### config.mk
export PLATFORM = sky130hd
export DESIGN_NAME = cpu_regbank
export DESIGN_NICKNAME = d
export VERILOG_FILES = /design/src/rtl/regbank_pkg.sv /design/src/rtl/regbank_data.sv /design/src/rtl/regbank_addr.sv /design/src/rtl/regbank_status.sv /design/src/rtl/cpu_regbank.sv
export SDC_FILE = /design/constraint.sdc
export NUM_CORES = 1
export LEC_CHECK = 0
export BUFFER_PORTS_ARGS = -buffer_cell sky130_fd_sc_hd__buf_2
export CAP_MARGIN = 0
export CELL_PAD_IN_SITES_DETAIL_PLACEMENT = 1
export CELL_PAD_IN_SITES_GLOBAL_PLACEMENT = 2
export CORE_ASPECT_RATIO = 1.1
export CORE_UTILIZATION = 46
export DETAILED_ROUTE_END_ITERATION = 8
export GPL_TIMING_DRIVEN = 0
export PLACE_DENSITY = 0.92
export SLEW_MARGIN = 15
export SYNTH_ARGS = -nofsm -noshare
export SYNTH_HDL_FRONTEND = slang
export SYNTH_SLANG_ARGS = --single-unit
### constraint.sdc
create_clock -name clk -period 7.45 [get_ports clk]
set_input_delay 0.3725 -clock clk [delete_from_list [all_inputs] [get_ports clk]]
set_output_delay 0.3725 -clock clk [all_outputs]
set_load 0.01 [all_outputs]
### src/rtl/regbank_pkg.sv
package regbank_pkg;

    localparam int XLEN    = 32;
    localparam int SR_W    = 16;
    localparam int CC_W    = 5;

    typedef enum logic [1:0] {
        SZ_BYTE  = 2'b00,
        SZ_WORD  = 2'b01,
        SZ_LONG  = 2'b10,
        SZ_LONG2 = 2'b11
    } wsize_e;

    localparam int SR_T_BIT = 15;
    localparam int SR_S_BIT = 13;

    localparam logic [SR_W-1:0] SR_DEFINED = 16'hA71F;
    localparam logic [SR_W-1:0] SR_AT_RESET = 16'h2700;

    typedef struct packed {
        logic x;
        logic n;
        logic z;
        logic v;
        logic c;
    } ccr_t;

    function automatic logic [XLEN-1:0] merge_sized(
        input logic [XLEN-1:0] old_v,
        input logic [XLEN-1:0] new_v,
        input wsize_e          sz
    );
        case (sz)
            SZ_BYTE: return {old_v[XLEN-1:8],  new_v[7:0]};
            SZ_WORD: return {old_v[XLEN-1:16], new_v[15:0]};
            default: return new_v;
        endcase
    endfunction

    function automatic logic [XLEN-1:0] addr_value(
        input logic [XLEN-1:0] new_v,
        input wsize_e          sz
    );
        if (sz == SZ_WORD)
            return {{(XLEN-16){new_v[15]}}, new_v[15:0]};
        return new_v;
    endfunction

endpackage

### src/rtl/regbank_data.sv
module regbank_data
    import regbank_pkg::*;
#(
    parameter int W     = XLEN,
    parameter int NREGS = 8,
    localparam int IW   = $clog2(NREGS)
) (
    input  logic          clk,
    input  logic          rst,
    input  logic          we,
    input  logic [IW-1:0] widx,
    input  wsize_e        wsize,
    input  logic [W-1:0]  wdata,
    input  logic [IW-1:0] ra_idx,
    input  logic [IW-1:0] rb_idx,
    output logic [W-1:0]  ra_q,
    output logic [W-1:0]  rb_q
);

    logic [W-1:0] regs [NREGS];

    always_ff @(posedge clk) begin
        for (int i = 0; i < NREGS; i++) begin
            if (rst)
                regs[i] <= '0;
            else if (we && widx == IW'(i))
                regs[i] <= merge_sized(regs[i], wdata, wsize);
        end
    end

    assign ra_q = regs[ra_idx];
    assign rb_q = regs[rb_idx];

endmodule

### src/rtl/regbank_addr.sv
module regbank_addr
    import regbank_pkg::*;
#(
    parameter int W     = XLEN,
    parameter int NREGS = 8,
    localparam int IW   = $clog2(NREGS),
    localparam int NGEN = NREGS - 1
) (
    input  logic          clk,
    input  logic          rst,
    input  logic          super_mode,
    input  logic          we,
    input  logic [IW-1:0] widx,
    input  wsize_e        wsize,
    input  logic [W-1:0]  wdata,
    input  logic [IW-1:0] ra_idx,
    input  logic [IW-1:0] rb_idx,
    output logic [W-1:0]  ra_q,
    output logic [W-1:0]  rb_q
);

    logic [W-1:0] gen_regs [NGEN];
    logic [W-1:0] usp_q;
    logic [W-1:0] ssp_q;
    logic [W-1:0] view [NREGS];
    logic [W-1:0] wval;

    assign wval = addr_value(wdata, wsize);

    always_ff @(posedge clk) begin
        for (int i = 0; i < NGEN; i++) begin
            if (rst)
                gen_regs[i] <= '0;
            else if (we && widx == IW'(i))
                gen_regs[i] <= wval;
        end
    end

    always_ff @(posedge clk) begin
        if (rst) begin
            usp_q <= '0;
            ssp_q <= '0;
        end else if (we && widx == IW'(NGEN)) begin
            if (super_mode)
                ssp_q <= wval;
            else
                usp_q <= wval;
        end
    end

    generate
        for (genvar g = 0; g < NGEN; g++) begin : g_view
            assign view[g] = gen_regs[g];
        end
    endgenerate
    assign view[NGEN] = super_mode ? ssp_q : usp_q;

    assign ra_q = view[ra_idx];
    assign rb_q = view[rb_idx];

endmodule

### src/rtl/regbank_status.sv
module regbank_status
    import regbank_pkg::*;
(
    input  logic            clk,
    input  logic            rst,
    input  logic            cc_we,
    input  ccr_t            cc,
    input  logic            sr_we,
    input  logic            sr_hi,
    input  logic [SR_W-1:0] sr_wdata,
    output logic [SR_W-1:0] sr_q,
    output logic            viol_q
);

    logic            super_mode;
    logic [SR_W-1:0] sr_d;
    logic            viol_d;

    assign super_mode = sr_q[SR_S_BIT];

    always_comb begin
        sr_d = sr_q;
        if (cc_we)
            sr_d[CC_W-1:0] = cc;
        if (sr_we) begin
            sr_d[7:0] = sr_wdata[7:0] & SR_DEFINED[7:0];
            if (sr_hi && super_mode)
                sr_d[15:8] = sr_wdata[15:8] & SR_DEFINED[15:8];
        end
        viol_d = sr_we && sr_hi && !super_mode;
    end

    always_ff @(posedge clk) begin
        if (rst) begin
            sr_q   <= SR_AT_RESET;
            viol_q <= 1'b0;
        end else begin
            sr_q   <= sr_d;
            viol_q <= viol_d;
        end
    end

endmodule

### src/rtl/cpu_regbank.sv
module cpu_regbank
    import regbank_pkg::*;
#(
    parameter int NREGS = 8,
    localparam int IW   = $clog2(NREGS)
) (
    input  logic            clk,
    input  logic            rst,
    input  logic            wr_en,
    input  logic            wr_is_addr,
    input  logic [IW-1:0]   wr_idx,
    input  logic [1:0]      wr_size,
    input  logic [XLEN-1:0] wr_data,
    input  logic [CC_W-1:0] cc_in,
    input  logic            sr_wr_en,
    input  logic            sr_wr_hi,
    input  logic [SR_W-1:0] sr_wr_data,
    input  logic            rd_a_is_addr,
    input  logic [IW-1:0]   rd_a_idx,
    output logic [XLEN-1:0] rd_a_data,
    input  logic            rd_b_is_addr,
    input  logic [IW-1:0]   rd_b_idx,
    output logic [XLEN-1:0] rd_b_data,
    output logic [SR_W-1:0] sr_out,
    output logic            wr_reject,
    output logic            priv_viol
);

    wsize_e          size_q;
    logic            data_we;
    logic            addr_we;
    logic            byte_to_addr;
    logic            super_mode;
    logic [XLEN-1:0] d_ra, d_rb, a_ra, a_rb;

    assign size_q       = wsize_e'(wr_size);
    assign byte_to_addr = wr_en && wr_is_addr && (size_q == SZ_BYTE);
    assign data_we      = wr_en && !wr_is_addr;
    assign addr_we      = wr_en && wr_is_addr && (size_q != SZ_BYTE);
    assign super_mode   = sr_out[SR_S_BIT];

    regbank_data #(.W(XLEN), .NREGS(NREGS)) u_data (
        .clk    (clk),
        .rst    (rst),
        .we     (data_we),
        .widx   (wr_idx),
        .wsize  (size_q),
        .wdata  (wr_data),
        .ra_idx (rd_a_idx),
        .rb_idx (rd_b_idx),
        .ra_q   (d_ra),
        .rb_q   (d_rb)
    );

    regbank_addr #(.W(XLEN), .NREGS(NREGS)) u_addr (
        .clk        (clk),
        .rst        (rst),
        .super_mode (super_mode),
        .we         (addr_we),
        .widx       (wr_idx),
        .wsize      (size_q),
        .wdata      (wr_data),
        .ra_idx     (rd_a_idx),
        .rb_idx     (rd_b_idx),
        .ra_q       (a_ra),
        .rb_q       (a_rb)
    );

    regbank_status u_status (
        .clk      (clk),
        .rst      (rst),
        .cc_we    (data_we),
        .cc       (ccr_t'(cc_in)),
        .sr_we    (sr_wr_en),
        .sr_hi    (sr_wr_hi),
        .sr_wdata (sr_wr_data),
        .sr_q     (sr_out),
        .viol_q   (priv_viol)
    );

    always_ff @(posedge clk) begin
        if (rst)
            wr_reject <= 1'b0;
        else
            wr_reject <= byte_to_addr;
    end

    assign rd_a_data = rd_a_is_addr ? a_ra : d_ra;
    assign rd_b_data = rd_b_is_addr ? a_rb : d_rb;

endmodule

* Word level (Yosys, flattened, before mapping)
Memory sizes are Yosys's and may differ from the RTL's.
Index checks and enable logic that the tools add are counted.
** Word-level totals
- Input port bits :: 72
- Bits in read-only memories :: 0
- Memories kept :: 2
- Output and inout bits :: 82
- Latch bits :: 0
- Word-level logic and storage cells :: 240
- Register bits after elaboration :: 76
- Memory bits (writable) :: 480
** Operators by class
- Bitwise gates (word level) :: 34
- Div/mod/pow operators :: 0
- $mul :: 0
- Shift-type cells :: 0
- Add/subtract/negate cells :: 0
- Reductions and logical operators :: 48
- Order comparisons :: 2
- Muxes and demuxes :: 116
- Equality and inequality tests :: 32
** Memories
- u_data.regs :: words 8, width 32, rd ports 2, clocked after memory_dff 0, write ports 8, RTL line regbank_data.sv:20 : logic [W-1:0] regs [NREGS];
- u_addr.gen_regs :: words 7, width 32, rd ports 7, clocked after memory_dff 0, write ports 7, RTL line regbank_addr.sv:22 : logic [W-1:0] gen_regs [NGEN];
** Operator list (number)
- two-way mux 32 bit :: 32
- one-hot mux 32 bit (2 select lines) :: 8
- binary-select mux 32 bit (select 3 bit) :: 2
- two-way mux 16 bit :: 8
- two-way mux 8 bit :: 16
- != test 3 bit, second input constant :: 24
- two-way mux 1 bit :: 48
- OR 1 bit :: 31
- AND reduction 3 bit :: 8
- logical AND 1 bit :: 23
- AND reduction 2 bit :: 11
- == test 3 bit, second input constant :: 4
- two-way mux 5 bit :: 2
- >= comparator 4 bit, second input constant :: 2
- inverter 3 -> 4 bit :: 2
- == test 3 x 2 -> 1 bit, second input constant :: 2
- nonzero test 2 bit :: 2
- == test 3 x 1 -> 1 bit, second input constant :: 1
- logical NOT 3 bit :: 1
- == test 2 x 1 -> 1 bit, second input constant :: 1
- logical NOT 1 bit :: 2
- logical NOT 2 bit :: 1
- inverter 1 bit :: 1

* Logic depth before layout (Yosys ltp)
Gate-level depths: netlist (run 1).
- Depth after elaboration :: 8
- Mapped depth :: 7
- Depth with buffers taken out :: 4

* Hierarchy
Synthesis (run 1) repeated with hierarchy kept, for this count alone.
** Unflattened totals
- Cells, all modules :: 2205
- Area total of the unflattened synthesis :: 30261.5 um^2
** Modules (own cells, without submodules)
- regbank_addr :: cells each 1196, sequential area each 8007.7 um^2, area each 14751.6 um^2, times used 1
- regbank_data :: cells each 877, sequential area each 7687.4 um^2, area each 13844.5 um^2, times used 1
- cpu_regbank :: cells each 78, sequential area each 20.0 um^2, area each 1132.3 um^2, times used 1
- regbank_status :: cells each 54, sequential area each 220.2 um^2, area each 533.0 um^2, times used 1

* Worst setup path after synthesis (run 1)
Ideal clock, no wire load.
- Kind :: input to register
- Start :: in wr_en
- End :: mem u_addr.gen_regs[1][0] (netlist name), enable pin
- Data required time :: 6.984 ns
- Path buffers :: 1
- Arrival :: 3.199 ns
- Slack :: 3.785 ns
- Cell stages on the path :: 4
- Setup time :: 0.466 ns
- Path through :: buf_2 > o211ai_1 > or2_1 > o21ai_0
** RTL lines
- start: declaration :: RTL line cpu_regbank.sv:9 : input logic wr_en,
- end: declaration :: RTL line regbank_addr.sv:22

* Worst setup path after layout (run 1)
- Start :: in rd_b_idx[0]
- End :: out rd_b_data[14]
** On the way
- Word-level cells in the longest chain between the ends :: 5
- Elaborated cells on any way between the ends :: 6
- Classes of those cells :: mux: 4; bitwise: 1; memory: 1
** RTL lines
- start: declaration :: RTL line cpu_regbank.sv:22 : input logic [IW-1:0] rd_b_idx,
- inverter 3 -> 4 bit (implied by the code) :: RTL line regbank_addr.sv:59 : assign rb_q = view[rb_idx];
- binary-select mux 32 bit (select 3 bit) :: RTL line regbank_addr.sv:59
- two-way mux 32 bit (implied by the code) (2 in series) :: RTL line regbank_addr.sv:59
- two-way mux 32 bit (*) :: RTL line cpu_regbank.sv:89 : assign rd_b_data = rd_b_is_addr ? a_rb : d_rb;
- end: declaration :: RTL line cpu_regbank.sv:23 : output logic [XLEN-1:0] rd_b_data,
Mark *: on every way between the ends. The rest lies on a longest branch, timed or not. The select of a mux whose other input is x is not followed.

==> results.py, run 1 <==
metrics = {
    "detailed_routing": {
        "drc": 0,
        "vias": 22700,
        "ant_nets": 0,
        "first_iter_violations": 2675,
        "drt-total-wl_microns": 109000,
        "wl_per_cell_microns": 31.7,
        "firstDrtPassIters": 5,
        "vias_per_cell": 6.57,
    },
    "critical_path": {
        "worst-endpoint-arrival_ns": 3.40,
        "crit_path_max_fanout": 10,
        "cp-startpoint": "rd_b_idx[0]",
        "reg2reg_from": "u_status.sr_q[13]",
        "path_class": "in2out",
        "cp_data_required_time_ns": 7.08,
        "start_kind": "input port",
        "cp-end-kind": "primary output",
    },
    "sta": {
        "setup_viol": 0,
        "skew_ns": 0.0288,
        "layout_setup_ws_ns": 3.68,
        "holdWs_ns": 0.0666,
        "rsz0062_at_grt": "no",
        "worst_pin_slew_ns": 1.26,
        "finalHoldViolCount": 0,
        "setup_tns_ns": 0,
        "fmax_mhz": 265,
        "period_needed_ns": 3.77,
        "fin_crit_sh_pct": 50.7,
        "slew_headroom_pct": 16.3,
        "slew_violations": 0,
    },
    "cts": {
        "cts_root_buf": "clkbuf_16",
        "clkTransAtPathRegs_ns": 0.06,
        "cts_sinks": 556,
        "clock_latency_ns": 0.65,
        "cts_setup_buffers": 0,
        "cts_buffer_depth": 3,
        "htree_num_levels": 2,
        "cts_tree": "done",
        "cts_inserted_buffers": 59,
    },
    "floorplan": {
        "rows": 96,
        "fp.dieH_microns": 265,
        "core_sq_mm": 0.0623,
        "die_area_sq_mm": 0.0641,
        "start_util_pct": 46.6,
        "fp.dieW_microns": 242,
        "ios": 154,
    },
    "global_routing": {
        "grt_usage_pct": 33.9,
        "grt_pass1_wl_microns": 158000,
        "grt_pass1_vias": 23800,
        "antenna_found_initial": 11,
        "grt-ovfl-total": 0,
        "grt_start_max_net_pins": 33,
    },
    "synth": {
        "yosys.cell_types.count": 37,
        "yosysWarningCount": 0,
        "ys_seq_area_share_pct": 54.9,
        "ys_ff_latch": 556,
        "syn-cell-area_sq_mm": 0.0290,
        "synth_cells": 2360,
        "postSynthAreaPerCell_sq_um": 12.3,
    },
    "worst_hold_path": {
        "min-delay-start": "cc_in[1]",
        "min_path_type": "in2reg",
    },
    "place": {
        "hpwl_microns": 81400,
        "portBuffers": 129,
        "gp_congestion": 0.977,
        "preCtsSetupSlack_ns": 3.95,
    },
    "power_and_ir_drop": {
        "power_density_mw_per_mm2": 229,
        "combPwrFrac_pct": 13.9,
        "p_sw_share_pct": 27.3,
        "seqPwrFrac_pct": 48.3,
        "peakVddDrop_v": 0.000186,
        "p_int_mw": 5.47,
        "power.leakage_nw": 12.4,
        "p_sw_mw": 2.06,
        "clock_power_share_pct": 37.8,
    },
    "cells_and_area": {
        "fin_nets": 2639,
        "area_delta_synth_final_pct": 13.1,
        "nFillCells": 6419,
        "fin_util_pct": 52.7,
        "drive_above_1_share_pct": 16.0,
    },
    "job": {
        "maxCapViolations": 0,
    },
    "run_status": {
        "outcome": "completed",
    },
}
## stage by stage
| stage | area (sq um) | power (mW) | instances |
|---|---|---|---|
| 6_report | 32800 | 7.53 | 3451 |
| 4_1_cts | 32800 | 7.51 | 3448 |
| 3_5_place_dp | 31000 | 4.72 | 3333 |
| 5_1_grt | 32800 | 7.70 | 3448 |
| 3_3_place_gp | 30700 | 4.66 | 3327 |
| 2_1_floorplan | 29000 | 4.25 | 2365 |
## layer usage
| metal | global-route usage (%) | share of wire [%] | vias to the layer above |
|---|---|---|---|
| met5 | 0 | 0.10 | - |
| met4 | 22.6 | 7.6 | 16 |
| met3 | 6.10 | 7.9 | 344 |
| met2 | 56.4 | 48 | 1200 |
| met1 | 40.3 | 36 | 11700 |
| li1 | - | - | 9464 |
## power by group through the flow
stage | combinational, mW | clock (mW) | sequential [mW]
finish | 1.05 | 2.85 | 3.64
global route | 1.08 | 2.96 | 3.65
CTS | 1.03 | 2.85 | 3.64
detailed placement | 1.02 | 0 | 3.70
global placement | 0.975 | 0 | 3.68
floorplan | 0.584 | 0 | 3.67
## worst max-delay path, stage by stage
cell and delay (ns):
buf_2 0.34, buf_4 0.37, buf_4 0.32, mux2i_1 0.12, a221oi_1 1.05, a22oi_1 0.23
o211ai_1 0.34, buf_2 0.25
## synth_stat cells
library cell	instances	area, sq um
nand4_1	1	6.26
nor2_1	235	882
and2_1	170	1060
a21oi_2	3	26.3
o211ai_1	65	488
a21oi_1	76	380
dfxtp_1	76	1520
mux4_2	128	2880
nor2b_1	13	81.3
and3_1	189	1180
buf_4	19	143
a211oi_1	70	526
or2_1	1	6.26
or3_1	2	12.5
mux2i_1	233	2330
buf_1	12	45.0
buf_2	50	250
conb_1	1	3.75
edfxtp_1	480	14400
nand3_1	5	25.0
o2111ai_1	1	8.76
nand2_1	159	597
a21o_1	10	75.1
and3b_1	1	8.76
nor3_1	16	80.1
inv_1	5	18.8
nand2_2	2	12.5
nand2b_1	3	18.8
o22ai_1	31	194
o21ai_0	9	45.0
clkbuf_1	155	582
nor4_1	8	50.1
nor2_2	1	6.26
nor3b_1	1	7.51
a22oi_1	64	480
o2111a_1	1	11.3
a221oi_1	64	561
## flip-flops by register name (all words and copies together) (netlist names)
name / cells
wr_reject: 1
u_status.viol_q: 1
u_addr.gen_regs: 224
u_addr.usp_q: 32
u_data.regs: 256
u_status.sr_q: 10
u_addr.ssp_q: 32
## cell usage in the layout (no fill, tap or decap), drive strengths merged, types with 2 or more instances in the layout
cell type / netlist / final
and3: 189 / 189
a211oi: 70 / 70
a21oi: 79 / 79
mux2i: 233 / 233
o211ai: 65 / 65
edfxtp: 480 / 480
clkbuf: 155 / 230
mux4: 128 / 128
dlygate4sd3: 0 / 6
nor4: 8 / 8
a221oi: 64 / 64
diode: 0 / 3
and2: 170 / 170
nand2: 161 / 161
nor3: 16 / 16
nor2: 236 / 236
dfxtp: 76 / 76
o22ai: 31 / 31
buf: 81 / 216
inv: 5 / 6
bufinv: 0 / 3
or3: 2 / 2
nor2b: 13 / 13
o21ai: 9 / 9
a22oi: 64 / 64
nand3: 5 / 5
clkinv: 0 / 30
a21o: 10 / 10
conb: 1 / 6
nand2b: 3 / 3
## kinds of logic (layout without fill, tap and decap cells)
kind of cell    count (synthesis)  after routing  share of synthesized area, %
other cells                     1              9                        0.0129
buf+inv                       241            491                          3.58
flops                         556            556                          54.9
simple gates                  807            807                          13.9
compound gates                394            394                          9.63
mux                           361            361                          18.0
## what timing repair did
action	in CTS	in global routing
hold buffers	6	0
hold endpoints to repair	6	0
gates resized for setup	0	0
## worst paths after layout
| kind | endpoint | slack, ns | depth (start not counted) |
|---|---|---|---|
| worst min-delay path | u_status.sr_q[1] | 0.07 | 3 |
| worst max-delay path | rd_b_data[14] | 3.68 | 8 |
| worst min register to register | u_addr.usp_q[14] | 0.45 | 2 |
| worst max register to register | u_addr.usp_q[1] | 5.54 | 6 |
## cell type report
| class | instances | area [sq um] | share of cell area (%) |
|---|---|---|---|
| clock buffers | 75 | 1560 | 4.74 |
| repair buffers | 141 | 871 | 2.65 |
| plain buffers | 236 | 1020 | 3.11 |
| clock inverters | 34 | 233 | 0.709 |
| well taps | 833 | 1040 | 3.17 |
| multi-input cells | 1568 | 12100 | 37.0 |
| diodes | 3 | 7.51 | 0.0229 |
| inverters | 5 | 18.8 | 0.0572 |
| flip-flops and latches | 556 | 15900 | 48.5 |
Power figures use the tool's default switching activity.
==> run 2: changes to the inputs <==
--- a/config.mk
+++ b/config.mk
@@ -10,10 +10,10 @@
 export CELL_PAD_IN_SITES_DETAIL_PLACEMENT = 1
 export CELL_PAD_IN_SITES_GLOBAL_PLACEMENT = 2
 export CORE_ASPECT_RATIO = 1.1
-export CORE_UTILIZATION = 46
+export CORE_UTILIZATION = 39
 export DETAILED_ROUTE_END_ITERATION = 8
 export GPL_TIMING_DRIVEN = 0
-export PLACE_DENSITY = 0.92
+export PLACE_DENSITY = 0.84
 export SLEW_MARGIN = 15
 export SYNTH_ARGS = -nofsm -noshare
 export SYNTH_HDL_FRONTEND = slang
==> constraint.sdc (replaced) <==
create_clock -name clk -period 3.27 [get_ports clk]
set_input_delay 0.1635 -clock clk [delete_from_list [all_inputs] [get_ports clk]]
set_output_delay 0.1635 -clock clk [all_outputs]
set_load 0.01 [all_outputs]
==> run 2 against run 1 <==
  * The run now ends with setup timing left
  * Worst hold slack got worse by 0.010 ns
  * Clock-buffer cell count is 2 higher
  * Combinational power grew 130%
  * Register-to-register slack worse by 4.2 ns
  * Routed wire length is 1.0% higher
  * Sequential power increased by 130%
  * Critical path depth unchanged
  * Critical path type unchanged
  * Largest cell class unchanged
  * Highest routed layer unchanged
==> results.py, run 2 (synthesis results as in run 1) <==
metrics = {
    "run_status": {
        "outcome": "complete, but fails checks",
        "violations": "setup timing",
    },
    "global_routing": {
        "use_met2_pct": 48.4,
        "antenna_found_initial": 6,
        "grt.busiest_layer": "met2",
        "grt_start_max_net_pins": 32,
        "grt-ovfl-total": 0,
        "grt_util_met1_pct": 36.3,
        "grt_pass1_wl_microns": 157000,
        "grt_usage_pct": 29.0,
        "gr-usage-met3_pct": 4.12,
        "grt_pass1_vias": 23400,
    },
    "floorplan": {
        "die_area_sq_mm": 0.0755,
        "rows": 104,
        "core_sq_mm": 0.0734,
        "fp.dieW_microns": 262,
        "fp.dieH_microns": 288,
        "start_util_pct": 39.6,
        "ios": 154,
    },
    "cells_and_area": {
        "layout_commonest_cell": "edfxtp_1",
        "area_delta_synth_final_pct": 15.9,
        "drive_above_1_share_pct": 16.8,
        "nFillCells": 7739,
        "largest_reg_flops": 256,
        "most-common-layout-cells": "edfxtp_1, nor2_1, mux2i_1",
        "fin_nets": 2687,
        "regMostFlops": "u_data.regs",
        "reg_top3": "u_data.regs x256, u_addr.gen_regs x224",
    },
    "sta": {
        "skew_ns": 0.00511,
        "period_needed_ns": 3.28,
        "finalHoldViolCount": 0,
        "fmax_mhz": 305,
        "fin_crit_sh_pct": 100,
        "slew_headroom_pct": 26.6,
        "slew_violations": 0,
        "layout_setup_ws_ns": -0.00907,
        "setup_viol": 2,
        "rsz0062_at_grt": "no",
        "worst_pin_slew_ns": 1.09,
        "setup_tns_ns": -0.0158,
    },
    "cts": {
        "htree_num_levels": 2,
        "cts_tree": "done",
        "clock_latency_ns": 0.63,
        "cts_buffer_depth": 3,
        "cts_sinks": 556,
        "cts_inserted_buffers": 61,
        "cts_setup_buffers": 0,
        "cts_root_buf": "clkbuf_16",
        "clkTransAtPathRegs_ns": 0.06,
    },
    "place": {
        "gp_congestion": 0.915,
        "hpwl_microns": 82300,
        "preCtsSetupSlack_ns": 0.0444,
        "portBuffers": 129,
    },
    "power_and_ir_drop": {
        "power_density_mw_per_mm2": 524,
        "peakVddDrop_v": 0.000422,
        "power.leakage_nw": 12.7,
    },
    "detailed_routing": {
        "drc": 0,
        "wl_per_cell_microns": 30.4,
        "ant_nets": 0,
        "vias_per_cell": 6.23,
        "first_iter_violations": 2269,
        "drt-total-wl_microns": 110000,
        "firstDrtPassIters": 5,
        "vias": 22600,
    },
    "critical_path": {
        "worst-endpoint-arrival_ns": 3.12,
        "cp_slowest_cell": "buf_2",
        "start_kind": "input port",
        "crit_path_max_fanout": 10,
        "cpMostUsedCell": "buf_2",
        "cp-end-kind": "primary output",
        "worstPathCellList": "buf_2 > buf_4 > buf_2 > clkbuf_1 > nor2_1 > a211oi_1 > o211ai_1 > buf_2",
        "cp_data_required_time_ns": 3.11,
        "path_class": "in2out",
        "cpPeakStageDelay_ns": 0.54,
    },
    "worst_hold_path": {
        "min_path_type": "in2reg",
    },
    "job": {
        "maxCapViolations": 0,
    },
}
run 2: what timing repair did:
item,in CTS,in global routing
hold buffers,51,0
resized for setup,3,8
hold endpoints to repair,151,0
cloned,0,0
setup endpoints to repair,8,91
run 2: worst max-delay path, delay by kind of cell:
family                 cells  cell delay [ns]
AO/OA/AOI/OAI              2             0.73
buffers and inverters      5             2.05
AND/OR/NAND/NOR            1             0.12
run 2: path summary, 6_finish.rpt:
| kind | to | from | slack, ns | depth (start not counted) |
|---|---|---|---|---|
| min reg2reg | u_addr.ssp_q[14] | u_addr.ssp_q[14] | 0.46 | 2 |
| max reg2reg | u_addr.usp_q[5] | u_status.sr_q[13] | 1.37 | 6 |
| min | wr_reject | wr_en | 0.06 | 2 |
| max | rd_b_data[10] | rd_b_idx[0] | -0.009 | 8 |
run 2: cell type report:
class / count / area [sq um] / share of cell area [%]
buffer: 236 / 1030 / 3.05
tap: 954 / 1190 / 3.55
antenna: 4 / 10.0 / 0.0298
clock inverter: 39 / 293 / 0.870
multi-input combinational: 1568 / 12200 / 36.2
inverter: 5 / 18.8 / 0.0558
sequential: 556 / 15900 / 47.4
timing repair buffer: 187 / 1330 / 3.94
clock buffer: 77 / 1670 / 4.96
run 2: report_power, final:
| part | internal, mW | switching (mW) |
|---|---|---|
| clock | 3.91 | 3.00 |
| sequential | 8.08 | 0.206 |
| combinational | 0.855 | 1.58 |
| total | 12.8 | 4.79 |
run 2: layer usage:
metal	share of wire (%)	vias to the layer above	wire, microns
li1	-	9554	-
met1	38	11600	41900
met2	48	1106	53400
met3	7.4	284	8130
met4	6.2	4	6860
met5	0.029	-	32
run 2: through the flow:
| step | hold WS, ns | total power, mW | cells | instance area (sq um) | util [%] |
|---|---|---|---|---|---|
| 4_1_cts | 0.00960 | 17.6 | 3622 | 33600 | 45.8 |
| 3_3_place_gp | 0.380 | 10.6 | 3448 | 30900 | 42.1 |
| 5_1_grt | 0.0243 | 18.0 | 3624 | 33600 | 45.8 |
| 2_1_floorplan | 0.289 | 9.68 | 2365 | 29000 | - |
| 3_5_place_dp | 0.389 | 10.8 | 3455 | 31100 | 42.4 |
| 6_report | 0.0564 | 17.6 | 3626 | 33600 | 45.8 |
==> run 3: changes to the inputs <==
--- a/config.mk
+++ b/config.mk
@@ -10,6 +10,7 @@
 export CELL_PAD_IN_SITES_DETAIL_PLACEMENT = 1
 export CELL_PAD_IN_SITES_GLOBAL_PLACEMENT = 2
 export CORE_ASPECT_RATIO = 1.1
+export CORE_MARGIN = 10
 export CORE_UTILIZATION = 39
 export DETAILED_ROUTE_END_ITERATION = 8
 export GPL_TIMING_DRIVEN = 0
==> run 3 against run 2 <==
  * Sequential share of layout area is essentially flat
  * Register-to-register slack is essentially flat
  * Routed wire length grew 0.90%
  * Worst hold slack gained 0.18 ns
  * Design area is essentially flat
  * The run now ends clean
==> results.py, run 3 (synthesis results as in run 1) <==
metrics = {
    "floorplan": {
        "fp.dieW_microns": 280,
        "core_sq_mm": 0.0735,
        "rows": 104,
        "fp.dieH_microns": 306,
        "die_area_sq_mm": 0.0858,
        "start_util_pct": 39.5,
        "ios": 154,
    },
    "global_routing": {
        "grt_pass1_vias": 24100,
        "grt-ovfl-total": 0,
        "grt_start_max_net_pins": 32,
        "grt_usage_pct": 25.5,
        "antenna_found_initial": 10,
        "grt_pass1_wl_microns": 161000,
    },
    "detailed_routing": {
        "wl_per_cell_microns": 30.7,
        "vias": 22800,
        "ant_nets": 0,
        "vias_per_cell": 6.27,
        "first_iter_violations": 2233,
        "drt-total-wl_microns": 111000,
        "firstDrtPassIters": 5,
        "drc": 0,
    },
    "critical_path": {
        "path_class": "in2out",
        "crit_path_max_fanout": 10,
        "regToRegSetupSlack_ns": 1.36,
        "start_kind": "input port",
        "reg2reg_from": "u_status.sr_q[13]",
        "rr_worst_depth": 6,
        "rr_endpoint": "u_addr.usp_q[2]",
        "cp_data_required_time_ns": 3.11,
        "cp-end-kind": "primary output",
        "cp-endpoint": "rd_b_data[11]",
        "worst-endpoint-arrival_ns": 3.09,
        "cp-startpoint": "rd_b_idx[0]",
    },
    "cts": {
        "clock_latency_ns": 0.63,
        "cts_root_buf": "clkbuf_16",
        "cts_buffer_depth": 3,
        "cts_sinks": 556,
        "cts_inserted_buffers": 61,
        "clkTransAtPathRegs_ns": 0.06,
        "cts_tree": "done",
        "htree_num_levels": 2,
    },
    "sta": {
        "slew_headroom_pct": 25.3,
        "fin_crit_sh_pct": 99.5,
        "layout_setup_ws_ns": 0.0176,
        "period_needed_ns": 3.25,
        "setup_viol": 0,
        "finalHoldViolCount": 0,
        "skew_ns": 0.00804,
        "slew_violations": 0,
        "rsz0062_at_grt": "no",
        "worst_pin_slew_ns": 1.12,
        "fmax_mhz": 307,
    },
    "cells_and_area": {
        "fin_nets": 2691,
        "most-common-layout-cells": "edfxtp_1, nor2_1, mux2i_1",
        "nFillCells": 7654,
        "area_delta_synth_final_pct": 15.9,
        "reg_top3": "u_data.regs x256, u_addr.gen_regs x224",
        "largest_reg_flops": 256,
        "drive_above_1_share_pct": 16.4,
        "regMostFlops": "u_data.regs",
        "layout_commonest_cell": "edfxtp_1",
        "final_cells": 3629,
    },
    "worst_hold_path": {
        "min_path_type": "in2reg",
    },
    "place": {
        "preCtsSetupSlack_ns": -0.0405,
        "gp_congestion": 0.988,
        "dp_cells": 3458,
        "hpwl_microns": 84000,
        "portBuffers": 129,
    },
    "job": {
        "maxCapViolations": 0,
    },
    "power_and_ir_drop": {
        "peakVddDrop_v": 0.000427,
        "power_density_mw_per_mm2": 518,
        "power.leakage_nw": 12.7,
    },
    "run_status": {
        "outcome": "completed",
    },
}
==> run 3: changes by cell type in the layout (fill, tap and decap cells not counted), moves of 3 or more <==
cell / change
clkbuf_1: +11
buf_16: +3
a211oi_1: -3
clkinv_2: -7
a211oi_2: +3
==> run 3: layer usage <==
metal	share of wire [%]	routed length [microns]	vias up	global-route usage, %
li1	-	-	9589	-
met5	0.022	25	-	0
met4	6.8	7600	4	15.8
met2	48	53100	1120	41.6
met3	7.5	8350	306	3.78
met1	38	42400	11700	31.6
==> run 3: worst min-delay path by stage <==
stage              startpoint                    end  slack [ns]  depth (start not counted)
3_3_place_gp   sr_wr_data[10]      u_status.sr_q[10]        0.38                          3
2_1_floorplan  sr_wr_data[10]      u_status.sr_q[10]        0.29                          2
3_5_place_dp   sr_wr_data[10]      u_status.sr_q[10]        0.39                          3
6_report            wr_idx[0]  u_addr.gen_regs[0][1]        0.24                          3
5_1_grt             wr_idx[0]  u_addr.gen_regs[0][1]        0.24                          3
4_1_cts             wr_idx[0]  u_addr.gen_regs[0][1]        0.19                          3
==> run 3: worst max-delay path, cell delays in order <==
cell and delay [ns]:
buf_2 0.36, buf_4 0.36, buf_2 0.60, clkbuf_1 0.46
nor2_1 0.12, a211oi_1 0.45, o211ai_1 0.31, buf_2 0.24
==> run 3: area by class of cell <==
class / instances / area, sq um / share of cell area [%]
flip-flops and latches: 556 / 15900 / 47.4
inverters: 5 / 18.8 / 0.0558
diodes: 6 / 15.0 / 0.0446
repair buffers: 191 / 1400 / 4.16
multi-input cells: 1568 / 12200 / 36.2
well taps: 954 / 1190 / 3.55
clock inverters: 27 / 195 / 0.580
clock buffers: 86 / 1680 / 5.00
plain buffers: 236 / 1030 / 3.05
==> run 3: power breakdown <==
part           total [mW]  switching (mW)  internal, mW  leakage (nW)
clock                6.67            2.88          3.79         0.917
combinational        2.46            1.60         0.865          6.59
sequential           8.29           0.206          8.08          5.18
==> run 3: timing repair <==
action	CTS	global route
setup endpoints to repair	13	86
setup buffers	0	0
gates resized for setup	6	6
hold endpoints to repair	149	0
hold buffers	52	0
==> run 3: stage by stage <==
step | utilization, % | power [mW] | instance area (sq um) | setup TNS (ns) | hold WS (ns)
finish | 45.8 | 17.4 | 33600 | 0 | 0.235
global route | 45.8 | 17.9 | 33600 | 0 | 0.240
CTS | 45.7 | 17.4 | 33600 | 0 | 0.194
detailed placement | 42.4 | 10.8 | 31200 | -0.738 | 0.391
global placement | 42.0 | 10.7 | 30900 | -291.23 | 0.382
floorplan | - | 9.68 | 29000 | -13.16 | 0.289
